--- config.mk ---
export PLATFORM = sky130hd
export DESIGN_NAME = scr_block
export DESIGN_NICKNAME = d
export VERILOG_FILES = /design/src/rtl/scr_pkg.sv /design/src/rtl/scr_access_qual.sv /design/src/rtl/scr_addr_decode.sv /design/src/rtl/scr_lane_order.sv /design/src/rtl/scr_block.sv
export SDC_FILE = /design/constraint.sdc
export NUM_CORES = 1
export LEC_CHECK = 0
export ABC_AREA = 0
export BUFFER_PORTS_ARGS = -buffer_cell sky130_fd_sc_hd__buf_2
export CORE_AREA = 3 3 65 67
export CTS_BUF_LIST = sky130_fd_sc_hd__clkbuf_4 sky130_fd_sc_hd__clkbuf_8
export CTS_CLUSTER_SIZE = 30
export DETAILED_ROUTE_END_ITERATION = 8
export DIE_AREA = 0 0 68 70
export GPL_ROUTABILITY_DRIVEN = 0
export PLACE_DENSITY = 0.74
export SYNTH_ARGS = -nofsm -noshare
export SYNTH_HDL_FRONTEND = slang
export SYNTH_SLANG_ARGS = --single-unit
--- constraint.sdc ---
create_clock -name clk -period 2.5 [get_ports clk]
set_input_delay 0.25 -clock clk [delete_from_list [all_inputs] [get_ports clk]]
set_output_delay 0.25 -clock clk [all_outputs]
set_load 0.02 [all_outputs]
--- src/rtl/scr_pkg.sv ---
package scr_pkg;

    localparam int unsigned DATA_W      = 32;
    localparam int unsigned WIN_BYTES   = 4096;
    localparam int unsigned OFF_W       = $clog2(WIN_BYTES);
    localparam int unsigned SIZE_W      = 2;
    localparam int unsigned BYTES_PER_W = DATA_W / 8;

    localparam logic [SIZE_W-1:0] WORD_SIZE = SIZE_W'($clog2(BYTES_PER_W));

    localparam logic [OFF_W-1:0] OFF_CPU_VER = OFF_W'(12'h0A0);
    localparam logic [OFF_W-1:0] OFF_SYS_VER = OFF_W'(12'h0A4);
    localparam logic [OFF_W-1:0] OFF_RST_CTL = OFF_W'(12'h0B0);

    localparam int unsigned RST_TRIG_BIT = 1;

    typedef enum logic [1:0] {
        SEL_NONE    = 2'd0,
        SEL_CPU_VER = 2'd1,
        SEL_SYS_VER = 2'd2,
        SEL_RST_CTL = 2'd3
    } reg_sel_e;

    typedef struct packed {
        logic             active;
        logic             write;
        logic             size_ok;
        logic [OFF_W-1:0] offset;
    } access_t;

    function automatic logic [DATA_W-1:0] swap_bytes(input logic [DATA_W-1:0] w);
        logic [DATA_W-1:0] r;
        for (int i = 0; i < int'(BYTES_PER_W); i++) begin
            r[i*8 +: 8] = w[(int'(BYTES_PER_W)-1-i)*8 +: 8];
        end
        return r;
    endfunction

    function automatic logic trigger_bit(input logic [DATA_W-1:0] reg_word);
        return reg_word[RST_TRIG_BIT];
    endfunction

endpackage

--- src/rtl/scr_access_qual.sv ---
module scr_access_qual
    import scr_pkg::*;
#(
    parameter int unsigned ADDR_W = 32
) (
    input  logic              psel,
    input  logic              penable,
    input  logic              pwrite,
    input  logic [ADDR_W-1:0] paddr,
    input  logic [SIZE_W-1:0] psize,
    output access_t           acc
);
    always_comb begin
        acc.active  = psel && penable;
        acc.write   = pwrite;
        acc.size_ok = (psize == WORD_SIZE);
        acc.offset  = OFF_W'(paddr % ADDR_W'(WIN_BYTES));
    end
endmodule

--- src/rtl/scr_addr_decode.sv ---
module scr_addr_decode
    import scr_pkg::*;
(
    input  access_t  acc,
    output reg_sel_e sel,
    output logic     unknown
);
    always_comb begin
        sel = SEL_NONE;
        unique case (acc.offset)
            OFF_CPU_VER: sel = SEL_CPU_VER;
            OFF_SYS_VER: sel = SEL_SYS_VER;
            OFF_RST_CTL: sel = SEL_RST_CTL;
            default:     sel = SEL_NONE;
        endcase
        if (acc.write) begin
            unknown = (sel != SEL_RST_CTL);
        end else begin
            unknown = (sel != SEL_CPU_VER) && (sel != SEL_SYS_VER);
        end
    end
endmodule

--- src/rtl/scr_lane_order.sv ---
module scr_lane_order
    import scr_pkg::*;
#(
    parameter bit BIG_ENDIAN_BUS = 1'b1
) (
    input  logic [DATA_W-1:0] reg_in,
    output logic [DATA_W-1:0] bus_out,
    input  logic [DATA_W-1:0] bus_in,
    output logic [DATA_W-1:0] reg_out
);
    generate
        if (BIG_ENDIAN_BUS) begin : g_swap
            assign bus_out = swap_bytes(reg_in);
            assign reg_out = swap_bytes(bus_in);
        end else begin : g_pass
            assign bus_out = reg_in;
            assign reg_out = bus_in;
        end
    endgenerate
endmodule

--- src/rtl/scr_block.sv ---
module scr_block
    import scr_pkg::*;
#(
    parameter int unsigned ADDR_W         = 32,
    parameter bit          BIG_ENDIAN_BUS = 1'b1
) (
    input  logic              clk,
    input  logic              rst,
    input  logic              psel,
    input  logic              penable,
    input  logic              pwrite,
    input  logic [ADDR_W-1:0] paddr,
    input  logic [SIZE_W-1:0] psize,
    input  logic [DATA_W-1:0] pwdata,
    output logic [DATA_W-1:0] prdata,
    output logic              pready,
    output logic              pslverr,
    input  logic [DATA_W-1:0] cpu_ver,
    input  logic [DATA_W-1:0] sys_ver,
    output logic              sys_reset_req,
    output logic              unmapped_hit
);
    access_t           acc;
    reg_sel_e          sel;
    logic              unknown;
    logic [DATA_W-1:0] rd_reg;
    logic [DATA_W-1:0] rd_bus;
    logic [DATA_W-1:0] wr_reg;
    logic              good_acc;
    logic              rst_req_q;
    logic              unm_q;

    scr_access_qual #(.ADDR_W(ADDR_W)) qual_i (
        .psel    (psel),
        .penable (penable),
        .pwrite  (pwrite),
        .paddr   (paddr),
        .psize   (psize),
        .acc     (acc)
    );

    scr_addr_decode dec_i (
        .acc     (acc),
        .sel     (sel),
        .unknown (unknown)
    );

    scr_lane_order #(.BIG_ENDIAN_BUS(BIG_ENDIAN_BUS)) lanes_i (
        .reg_in  (rd_reg),
        .bus_out (rd_bus),
        .bus_in  (pwdata),
        .reg_out (wr_reg)
    );

    assign good_acc = acc.active && acc.size_ok;

    always_comb begin
        rd_reg = '0;
        if (good_acc && !acc.write) begin
            case (sel)
                SEL_CPU_VER: rd_reg = cpu_ver;
                SEL_SYS_VER: rd_reg = sys_ver;
                default:     rd_reg = '0;
            endcase
        end
    end

    assign prdata  = rd_bus;
    assign pready  = acc.active;
    assign pslverr = acc.active && !acc.size_ok;

    always_ff @(posedge clk) begin
        if (rst) begin
            rst_req_q <= 1'b0;
            unm_q     <= 1'b0;
        end else begin
            rst_req_q <= good_acc && acc.write && (sel == SEL_RST_CTL)
                         && trigger_bit(wr_reg);
            unm_q     <= good_acc && unknown;
        end
    end

    assign sys_reset_req = rst_req_q;
    assign unmapped_hit  = unm_q;

endmodule

Word-level counts from Yosys, hierarchy flattened
Cells that the tools add are included.
Widths: inputs -> output; s select.

storage, ports and cells
  logic and storage cells = 27
  register bits = 2
  output and inout port bits = 36
  input bits = 135

cells by class
  reduce and logical (&&, ||, !) cells = 11
  equality and inequality tests = 10
  multiplexer cells = 4

operators with widths
  kind                 number
  $pmux 32 s2          1
  $eq 12x8->1 const B  3
  $mux 32              1
  $logic_and 1x1->1    9
  $eq 2x2->1 const B   3
  $pmux 2 s3           1
  $ne 2x2->1 const B   2
  $eq 2x1->1 const B   1
  $logic_not 1->1      2
  $ne 2x1->1 const B   1
  $mux 1               1

Depth between registers and ports, before layout
Gate-level depths: netlist of run 1.

  word-level depth = 6
  mapped depth = 8
  depth with buffers taken out = 6

Cells and area by module
Synthesis of run 1 repeated with hierarchy kept, for this count alone.

second synthesis, totals
  cell total of the unflattened synthesis = 176
  area, all modules = 1,280.0 um^2

modules (own cells, without submodules)
  module           area an instance (um^2)  times used  sequential area each (um^2)  cells each
  scr_block        600.6                    1           40.0                         87
  scr_lane_order   480.5                    1           0.0                          64
  scr_access_qual  117.6                    1           0.0                          15
  scr_addr_decode  81.3                     1           0.0                          10

Worst setup path before layout of run 1
No wires, ideal clock.

  path kind = input port to output port
  start point = in paddr[3]
  end point = out prdata[0]
  required time = 2.250 ns
  slack = -0.067 ns
  arrival = 2.317 ns
  buffers on the path = 2
  cell stages on the path = 8
  cells stage by stage = nor4b_2 > nand2_1 > or4_1 > ha_1 > or3_1 > buf_6 > buf_6 > nor2_1

on the way
  longest elaborated chain between the ends = 5
  elaborated cells between the ends (all ways) = 8
  classes of those cells = 5 x eq/ne; 3 x mux

RTL lines
  element                                   line                   text
  start, declared                           scr_block.sv:12        input logic [ADDR_W-1:0] paddr,
  $eq 12x8->1                               scr_addr_decode.sv:10  unique case (acc.offset)
  $pmux 2 s3 *                              scr_addr_decode.sv:10
  $eq 2x2->1 or $eq 2x1->1 (tied branches)  scr_block.sv:60        case (sel)
  $pmux 32 s2 *                             scr_block.sv:60
  $mux 32 *                                 scr_block.sv:59        if (good_acc && !acc.write) begin
  end, declared                             scr_block.sv:15        output logic [DATA_W-1:0] prdata,

Every way passes the cells marked *; elsewhere a longest branch is shown, timed or not.

Worst setup path in the final report of run 1
  start point = in paddr[3]
  end point = out prdata[25]

The elaborated chain is that of the path after synthesis.

==> results.json, run 1 <==
{
  "cts_setup_buffers": 0,
  "final_cells": 266,
  "p_clk_frac": 0.508,
  "ant_nets": 0,
  "period_needed_ps": 2610,
  "die_y_um": 70,
  "violations": "setup timing",
  "final_max_slew_viol_count": 0,
  "grt_pass1_wl_um": 4770,
  "grt_antenna_before_repair": 0,
  "drcViolationCount": 0,
  "worst_hold_slack_ps": 219,
  "power.internal_uw": 189,
  "worstSetupEndpointType": "output pin",
  "start_kind": "primary input",
  "initial_core_util": 0.185,
  "numCtsBuffers": 3,
  "clk_pin_slew_worst_paths_ps": 30,
  "overflow": 0,
  "holdPathStages": 2,
  "drt_pass1_iterations": 4,
  "worst-path-max-fanout": 13,
  "ys_ff_latch": 2,
  "cts_tree": "done",
  "ctsHtreeMaxLevel": 1,
  "row_count": 22,
  "area_growth_pct": 152,
  "hold_class": "primary input to flip-flop",
  "syn_inst": 98,
  "fin_ws_ps": -113,
  "cap_viol_max_count": 0,
  "cp.arrival_ps": 2360,
  "synth_cell_type_count": 23,
  "p_sw_uw": 56.8,
  "power.density_nw_per_um2": 143,
  "rsz0062_at_grt": "yes",
  "max_freq_mhz": 383,
  "grt_pass1_vias": 1198,
  "grt_usage": 0.123,
  "dp.cells": 262,
  "dr_total_vias": 1240,
  "diodes": 0,
  "vdd_drop_max_v": 0.000121,
  "drive_above_1_share": 0.743,
  "critical_path_class": "primary input to output pin",
  "synth_seq_area_share": 0.0587,
  "die_w_um": 68,
  "coreArea_um2": 3690,
  "vias_per_cell": 4.66,
  "ctsLongestPathBuffers": 2,
  "clock-sinks": 2,
  "mostFrequentLayoutCell": "buf_2",
  "setup_viol": 32,
  "grt_start_max_net_pins": 20,
  "critPathRequiredTime_ps": 2250,
  "p_seq_frac": 0.132,
  "final_area_um2": 1720,
  "hold_viol_final": 0,
  "drt-wirelength-per-cell_um": 12.7,
  "slew-limit-headroom": 0.700,
  "nNetsFinal": 358,
  "port_buffers": 119,
  "synth_fp_nets": 236,
  "synth_area_um2": 682,
  "power_frac_comb": 0.360,
  "final_cell_mix": "buf_2, a22oi_1, buf_4",
  "hold_buffers": 0,
  "die-area_um2": 4760,
  "p_sw_frac": 0.231,
  "placed_area_um2": 1340,
  "drtIter0Drc": 31,
  "p_leak_uw": 0.000739,
  "hold_end": "sys_reset_req",
  "synth_area_per_cell_um2": 6.96,
  "dp_hpwl_um": 2400,
  "wl_um": 3370,
  "status": "finished, violations left",
  "period_share": 1.05,
  "cts-root-buf": "clkbuf_8",
  "tightest_slew_ps": 445,
  "worstHoldStart": "rst",
  "yosysWarnings": 0,
  "io_pins": 171
}
metrics by stage:
step           setup WS (ps)  total power (uW)  utilization  TNS, ps
3_3_place_gp            -228               111        0.364    -6690
6_report                -113               246        0.465    -3050
5_1_grt                 -202               260        0.465    -5610
4_1_cts                 -105               244        0.428    -2550
2_1_floorplan          -67.2              44.0            -    -1340
3_5_place_dp            -237               114        0.364    -6830
layer usage:
metal  share of wire  vias to the layer above  global-route usage
li1                -                      610                   -
met1            0.33                      541               0.123
met2            0.54                       85               0.254
met3            0.12                        4             0.00643
met4          0.0059                        0              0.0331
met5               0                        -                   0
power groups by stage:
stage / combinational, uW / sequential, uW / clock [uW]
2_1_floorplan: 10.8 / 33.3 / 0
3_3_place_gp: 78.5 / 32.9 / 0
3_5_place_dp: 80.7 / 32.9 / 0
4_1_cts: 83.0 / 32.5 / 128
5_1_grt: 97.5 / 32.5 / 130
6_report: 88.5 / 32.5 / 125
cell usage after synthesis:
| cell type | number | area, um^2 |
|---|---|---|
| nor2_2 | 9 | 56.3 |
| a2111oi_0 | 1 | 8.76 |
| nor2_1 | 23 | 86.3 |
| or4_1 | 2 | 15.0 |
| nor2_4 | 1 | 11.3 |
| nand2_1 | 1 | 3.75 |
| nor4b_2 | 1 | 15.0 |
| nand2b_1 | 2 | 12.5 |
| nand3_1 | 1 | 5.00 |
| ha_1 | 3 | 37.5 |
| nand4b_4 | 1 | 23.8 |
| dfxtp_1 | 2 | 40.0 |
| xnor2_1 | 1 | 8.76 |
| and2_1 | 1 | 6.26 |
| or3_1 | 1 | 6.26 |
| buf_8 | 1 | 15.0 |
| inv_1 | 1 | 3.75 |
| nor4_1 | 2 | 12.5 |
| a21boi_0 | 1 | 7.51 |
| a22oi_1 | 32 | 240 |
| clkbuf_1 | 6 | 22.5 |
| buf_6 | 3 | 33.8 |
| nor3_1 | 2 | 10.0 |
flip-flops by register name, indices dropped and copies added, names as in the netlist:
register,flops
sys_reset_req,1
unmapped_hit,1
kinds of logic after synthesis:
family,synth area share
simple gates,0.387
compound gates,0.376
buf+inv,0.110
fa+ha+maj,0.0551
xor+xnor,0.0128
flops,0.0587
critical path: stages:
cell and delay, ps:
buf_6 90, nor4b_4 270, nand2_2 120, or4_4 510, ha_4 230, or3_4 450
buf_12 170, nor2_1 110, buf_4 150
what timing repair did:
action                                  4_1_cts  5_1_grt
pin swaps                                     3        1
gates resized for setup                      54       33
endpoints found under the setup margin       32       32
gates cloned                                  1        0
cell type report:
cell class | count | area (um^2)
multi-input cells | 85 | 697
clock buffers | 3 | 41.3
well taps | 48 | 60.1
fillers | 347 | 1970
flip-flops and latches | 2 | 40.0
inverters | 1 | 3.75
repair buffers | 127 | 875
how the worst max path moves through the flow:
stage / from / endpoint / slack, ps / cells past startpoint
floorplan: paddr[3] / prdata[0] / -70 / 8
global placement: paddr[3] / prdata[0] / -230 / 9
detailed placement: paddr[3] / prdata[15] / -240 / 9
CTS: paddr[3] / prdata[17] / -110 / 9
global route: paddr[3] / prdata[27] / -200 / 9
finish: paddr[3] / prdata[25] / -110 / 9
No activity file was read; power rests on OpenSTA's default activity.
==> inputs of run 2 (changes only) <==
--- a/config.mk
+++ b/config.mk
@@ -8,7 +8,7 @@
 export ABC_AREA = 0
 export BUFFER_PORTS_ARGS = -buffer_cell sky130_fd_sc_hd__buf_2
 export CORE_AREA = 3 3 65 67
-export CTS_BUF_LIST = sky130_fd_sc_hd__clkbuf_4 sky130_fd_sc_hd__clkbuf_8
+export CTS_BUF_LIST = sky130_fd_sc_hd__clkbuf_4
 export CTS_CLUSTER_SIZE = 30
 export DETAILED_ROUTE_END_ITERATION = 8
 export DIE_AREA = 0 0 68 70
==> run 2 against run 1 <==
The flow still finishes with violations (setup timing). Combinational power about the same. Critical path depth stayed put. Sequential cell count stayed put. Largest cell class unchanged. Routed wire length shrank 0.15%.
==> results.json, run 2 (same netlist as run 1, synthesis figures left out) <==
{
  "max_stage_delay_ps": 510,
  "period_share": 1.04,
  "cts_tree": "done",
  "drt_pass1_iterations": 4,
  "grt_start_max_net_pins": 20,
  "vias_per_cell": 4.69,
  "setup_viol": 32,
  "worstSetupEndpointType": "output pin",
  "wl_um": 3360,
  "cap_viol_max_count": 0,
  "p_leak_uw": 0.000731,
  "seq_area_um2": 40.0,
  "holdPathStages": 2,
  "clk_pin_slew_worst_paths_ps": 30,
  "multi_input_area_um2": 697,
  "grt_pass1_wl_um": 4790,
  "die_w_um": 68,
  "ctsHtreeMaxLevel": 1,
  "die_y_um": 70,
  "port_buffers": 119,
  "violations": "setup timing",
  "fin_ws_ps": -110,
  "io_pins": 171,
  "final_cell_mix": "buf_2, a22oi_1, buf_4",
  "vdd_drop_max_v": 0.0000778,
  "dr_total_vias": 1247,
  "critical_path_class": "primary input to output pin",
  "die-area_um2": 4760,
  "max_freq_mhz": 383,
  "crit_family": "simple AND/OR/NAND/NOR gates",
  "overflow": 0,
  "grt_usage": 0.124,
  "rsz0062_at_grt": "yes",
  "cp.arrival_ps": 2360,
  "diodes": 0,
  "ctsLongestPathBuffers": 2,
  "critPathRequiredTime_ps": 2250,
  "drcViolationCount": 0,
  "start_kind": "primary input",
  "cp_num_cells": 9,
  "row_count": 22,
  "slew-limit-headroom": 0.709,
  "area_growth_pct": 149,
  "slowest_stage": "or4_4",
  "fillers": 349,
  "numCtsBuffers": 3,
  "path_buf_inv": 3,
  "power.density_nw_per_um2": 114,
  "nNetsFinal": 358,
  "grt_pass1_vias": 1198,
  "tightest_slew_ps": 432,
  "clock-sinks": 2,
  "worst-path-max-fanout": 13,
  "initial_core_util": 0.185,
  "drive_above_1_share": 0.743,
  "path_cells": "buf_6 > nor4b_4 > nand2_2 > or4_4 > ha_4 > or3_4 > buf_12 > nor2_1 > buf_4",
  "status": "finished, violations left",
  "hold_buffers": 0,
  "period_needed_ps": 2610,
  "coreArea_um2": 3690,
  "cts-root-buf": "clkbuf_4",
  "place_ws_ps": -237,
  "drtIter0Drc": 31,
  "final_util": 0.460,
  "hold_viol_final": 0,
  "final_max_slew_viol_count": 0,
  "mostFrequentLayoutCell": "buf_2",
  "hold_class": "primary input to flip-flop",
  "ant_nets": 0,
  "dp_hpwl_um": 2400,
  "drt-wirelength-per-cell_um": 12.6,
  "grt_antenna_before_repair": 0
}
run 2: cell types whose count changed in the layout (fill, tap and decap cells not counted):
cell	delta
clkbuf_8	-3
clkbuf_4	+3
run 2: repair_timing:
item | CTS | global route
gates cloned | 1 | 0
setup endpoints to repair | 32 | 32
buffers inserted | 0 | 0
gates resized for setup | 54 | 33
pin swaps | 3 | 1
run 2: path summary, 6_finish.rpt:
| kind | start | end | slack [ps] |
|---|---|---|---|
| setup / recovery | paddr[3] | prdata[25] | -110 |
| hold / removal | rst | sys_reset_req | 220 |
run 2: power breakdown:
group	leakage [uW]	switching (uW)	total, uW	internal [uW]
sequential	0.0000161	0.0406	32.5	32.4
combinational	0.000701	33.6	88.6	55.0
clock	0.0000138	19.1	72.1	53.0
total	0.000731	52.7	193	140
run 2: through the flow:
| stage | cell area [um^2] | total power (uW) | hold WS, ps | cells | setup TNS [ps] |
|---|---|---|---|---|---|
| after floorplan | 682 | 44.0 | 327 | 98 | -1340 |
| after global placement | 1340 | 111 | 432 | 262 | -6690 |
| after detailed placement | 1340 | 114 | 435 | 262 | -6830 |
| after CTS | 1560 | 192 | 202 | 266 | -2550 |
| after global routing | 1700 | 207 | 208 | 266 | -5610 |
| final | 1700 | 193 | 216 | 266 | -2940 |
run 2: final cells by class:
cell class / instances / area share
Clock buffer: 3 / 0.0133
Inverter: 1 / 0.00221
Multi-Input combinational cell: 85 / 0.410
Sequential cell: 2 / 0.0236
Tap cell: 48 / 0.0354
Timing Repair Buffer: 127 / 0.515
run 2: metal layers:
metal,vias up,global-route usage,wire length [um]
met5,-,0,0
met3,2,0.00643,395
met2,79,0.255,1850
met1,556,0.123,1120
li1,610,-,-
met4,0,0.0397,1
==> inputs of run 3 (changes only) <==
--- a/config.mk
+++ b/config.mk
@@ -6,14 +6,14 @@
 export NUM_CORES = 1
 export LEC_CHECK = 0
 export ABC_AREA = 0
-export BUFFER_PORTS_ARGS = -buffer_cell sky130_fd_sc_hd__buf_2
 export CORE_AREA = 3 3 65 67
 export CTS_BUF_LIST = sky130_fd_sc_hd__clkbuf_4
 export CTS_CLUSTER_SIZE = 30
 export DETAILED_ROUTE_END_ITERATION = 8
 export DIE_AREA = 0 0 68 70
+export DONT_BUFFER_PORTS = 1
 export GPL_ROUTABILITY_DRIVEN = 0
-export PLACE_DENSITY = 0.74
+export PLACE_DENSITY = 0.36
 export SYNTH_ARGS = -nofsm -noshare
 export SYNTH_HDL_FRONTEND = slang
 export SYNTH_SLANG_ARGS = --single-unit
==> run 3 against run 2 <==
The run still ends with setup timing left. Clock power grew 4.2%. Core utilization shrank 11 points. Total power shrank 37%. Highest routed layer is now met3. Critical path type unchanged. First-iteration DRC count grew 19%. Largest cell class is now multi-input combinational cells. Global-route usage shrank 0.79 points. Design area shrank 25%.
==> results.json, run 3 (same netlist as run 1, synthesis figures left out) <==
{
  "tightest_slew_ps": 656,
  "p_leak_uw": 0.000389,
  "final_max_slew_viol_count": 0,
  "fin_tns_setup_ps": -13.4,
  "grt_pass1_wl_um": 4330,
  "drt_pass1_iterations": 4,
  "hold_viol_final": 0,
  "area_growth_pct": 87.3,
  "vias_per_cell": 5.30,
  "drtIter0Drc": 37,
  "hold_class": "primary input to flip-flop",
  "seq_area_um2": 40.0,
  "fillers": 388,
  "start_kind": "primary input",
  "die_y_um": 70,
  "rsz0062_at_grt": "yes",
  "status": "finished, violations left",
  "ctsHtreeMaxLevel": 1,
  "slew-limit-headroom": 0.559,
  "numCtsBuffers": 3,
  "final_cell_mix": "a22oi_1, buf_6, nor2_2",
  "drt-wirelength-per-cell_um": 18.1,
  "mostFrequentLayoutCell": "a22oi_1",
  "grt_usage": 0.116,
  "ant_nets": 0,
  "die_w_um": 68,
  "grt_start_max_net_pins": 33,
  "cp.arrival_ps": 2250,
  "dr_total_vias": 949,
  "vdd_drop_max_v": 0.000175,
  "critPathRequiredTime_ps": 2250,
  "die-area_um2": 4760,
  "period_needed_ps": 2500,
  "power_uw": 123,
  "diodes": 0,
  "clk_pin_slew_worst_paths_ps": 30,
  "wl_um": 3240,
  "overflow": 0,
  "drcViolationCount": 0,
  "multi_input_area_um2": 692,
  "grt_pass1_vias": 852,
  "worst-path-max-fanout": 8,
  "io_pins": 171,
  "initial_core_util": 0.185,
  "worstSetupEndpointType": "output pin",
  "nNetsFinal": 271,
  "drive_above_1_share": 0.588,
  "coreArea_um2": 3690,
  "row_count": 22,
  "setup_viol": 4,
  "violations": "setup timing",
  "period_share": 1.00,
  "cts_tree": "done",
  "cts-root-buf": "clkbuf_4",
  "dp_hpwl_um": 2340,
  "power.density_nw_per_um2": 95.9,
  "port_buffers": 0,
  "cap_viol_max_count": 0,
  "max_freq_mhz": 399,
  "grt_antenna_before_repair": 0,
  "fin_ws_ps": -4.65,
  "ctsLongestPathBuffers": 2,
  "clock-sinks": 2,
  "critical_path_class": "primary input to output pin"
}
## run 3: changes by cell type in the layout (fill, tap and decap cells not counted), sizes merged
cell    change
clkbuf      +2
buf        -89
## run 3: stage by stage
stage	area, um^2	setup slack, ps	utilization	hold slack [ps]	cells
floorplan	682	-67.2	-	327	98
global placement	958	-32.1	0.260	333	171
detailed placement	958	-77.9	0.260	336	171
CTS	1060	50.5	0.287	89.4	177
global route	1280	-97.3	0.346	89.5	179
finish	1280	-4.65	0.346	99.2	179
## run 3: cell type report
class,count,share of cell area
timing repair buffer,40,0.359
clock buffer,3,0.0176
tap,48,0.0470
sequential,2,0.0313
multi-input combinational,85,0.542
inverter,1,0.00294
## run 3: final timing paths
path	startpoint	endpoint	slack [ps]	cells past startpoint
worst max-delay path	paddr[3]	prdata[0]	-5	8
worst min-delay path	rst	sys_reset_req	100	1
## run 3: metal layers
layer	GRT usage	part of all wire	vias up	routed length, um
met3	0.0289	0.12	0	387
met2	0.190	0.51	74	1650
li1	-	-	436	-
met4	0.0265	0	0	0
met5	0	0	-	0
met1	0.150	0.37	439	1210
## run 3: repair_timing
action,4_1_cts,5_1_grt
endpoints found under the setup margin,31,32
cloned,1,2
hold buffers,0,0
pin swaps,3,3
setup buffers,2,0
gates resized for setup,6,47
## run 3: critical path, cell delays in order
cell and delay (ps):
nor4b_4 240, nand2_1 100, or4_4 500, ha_4 260, or3_4 460, clkbuf_16 200
nor2_2 120, buf_6 130
## run 3: power by group
group | total (uW) | switching (uW) | leakage [uW] | internal, uW
clock | 75.1 | 21.8 | 0.0000138 | 53.3
sequential | 32.8 | 0.447 | 0.0000161 | 32.4
combinational | 14.6 | 7.33 | 0.000359 | 7.24
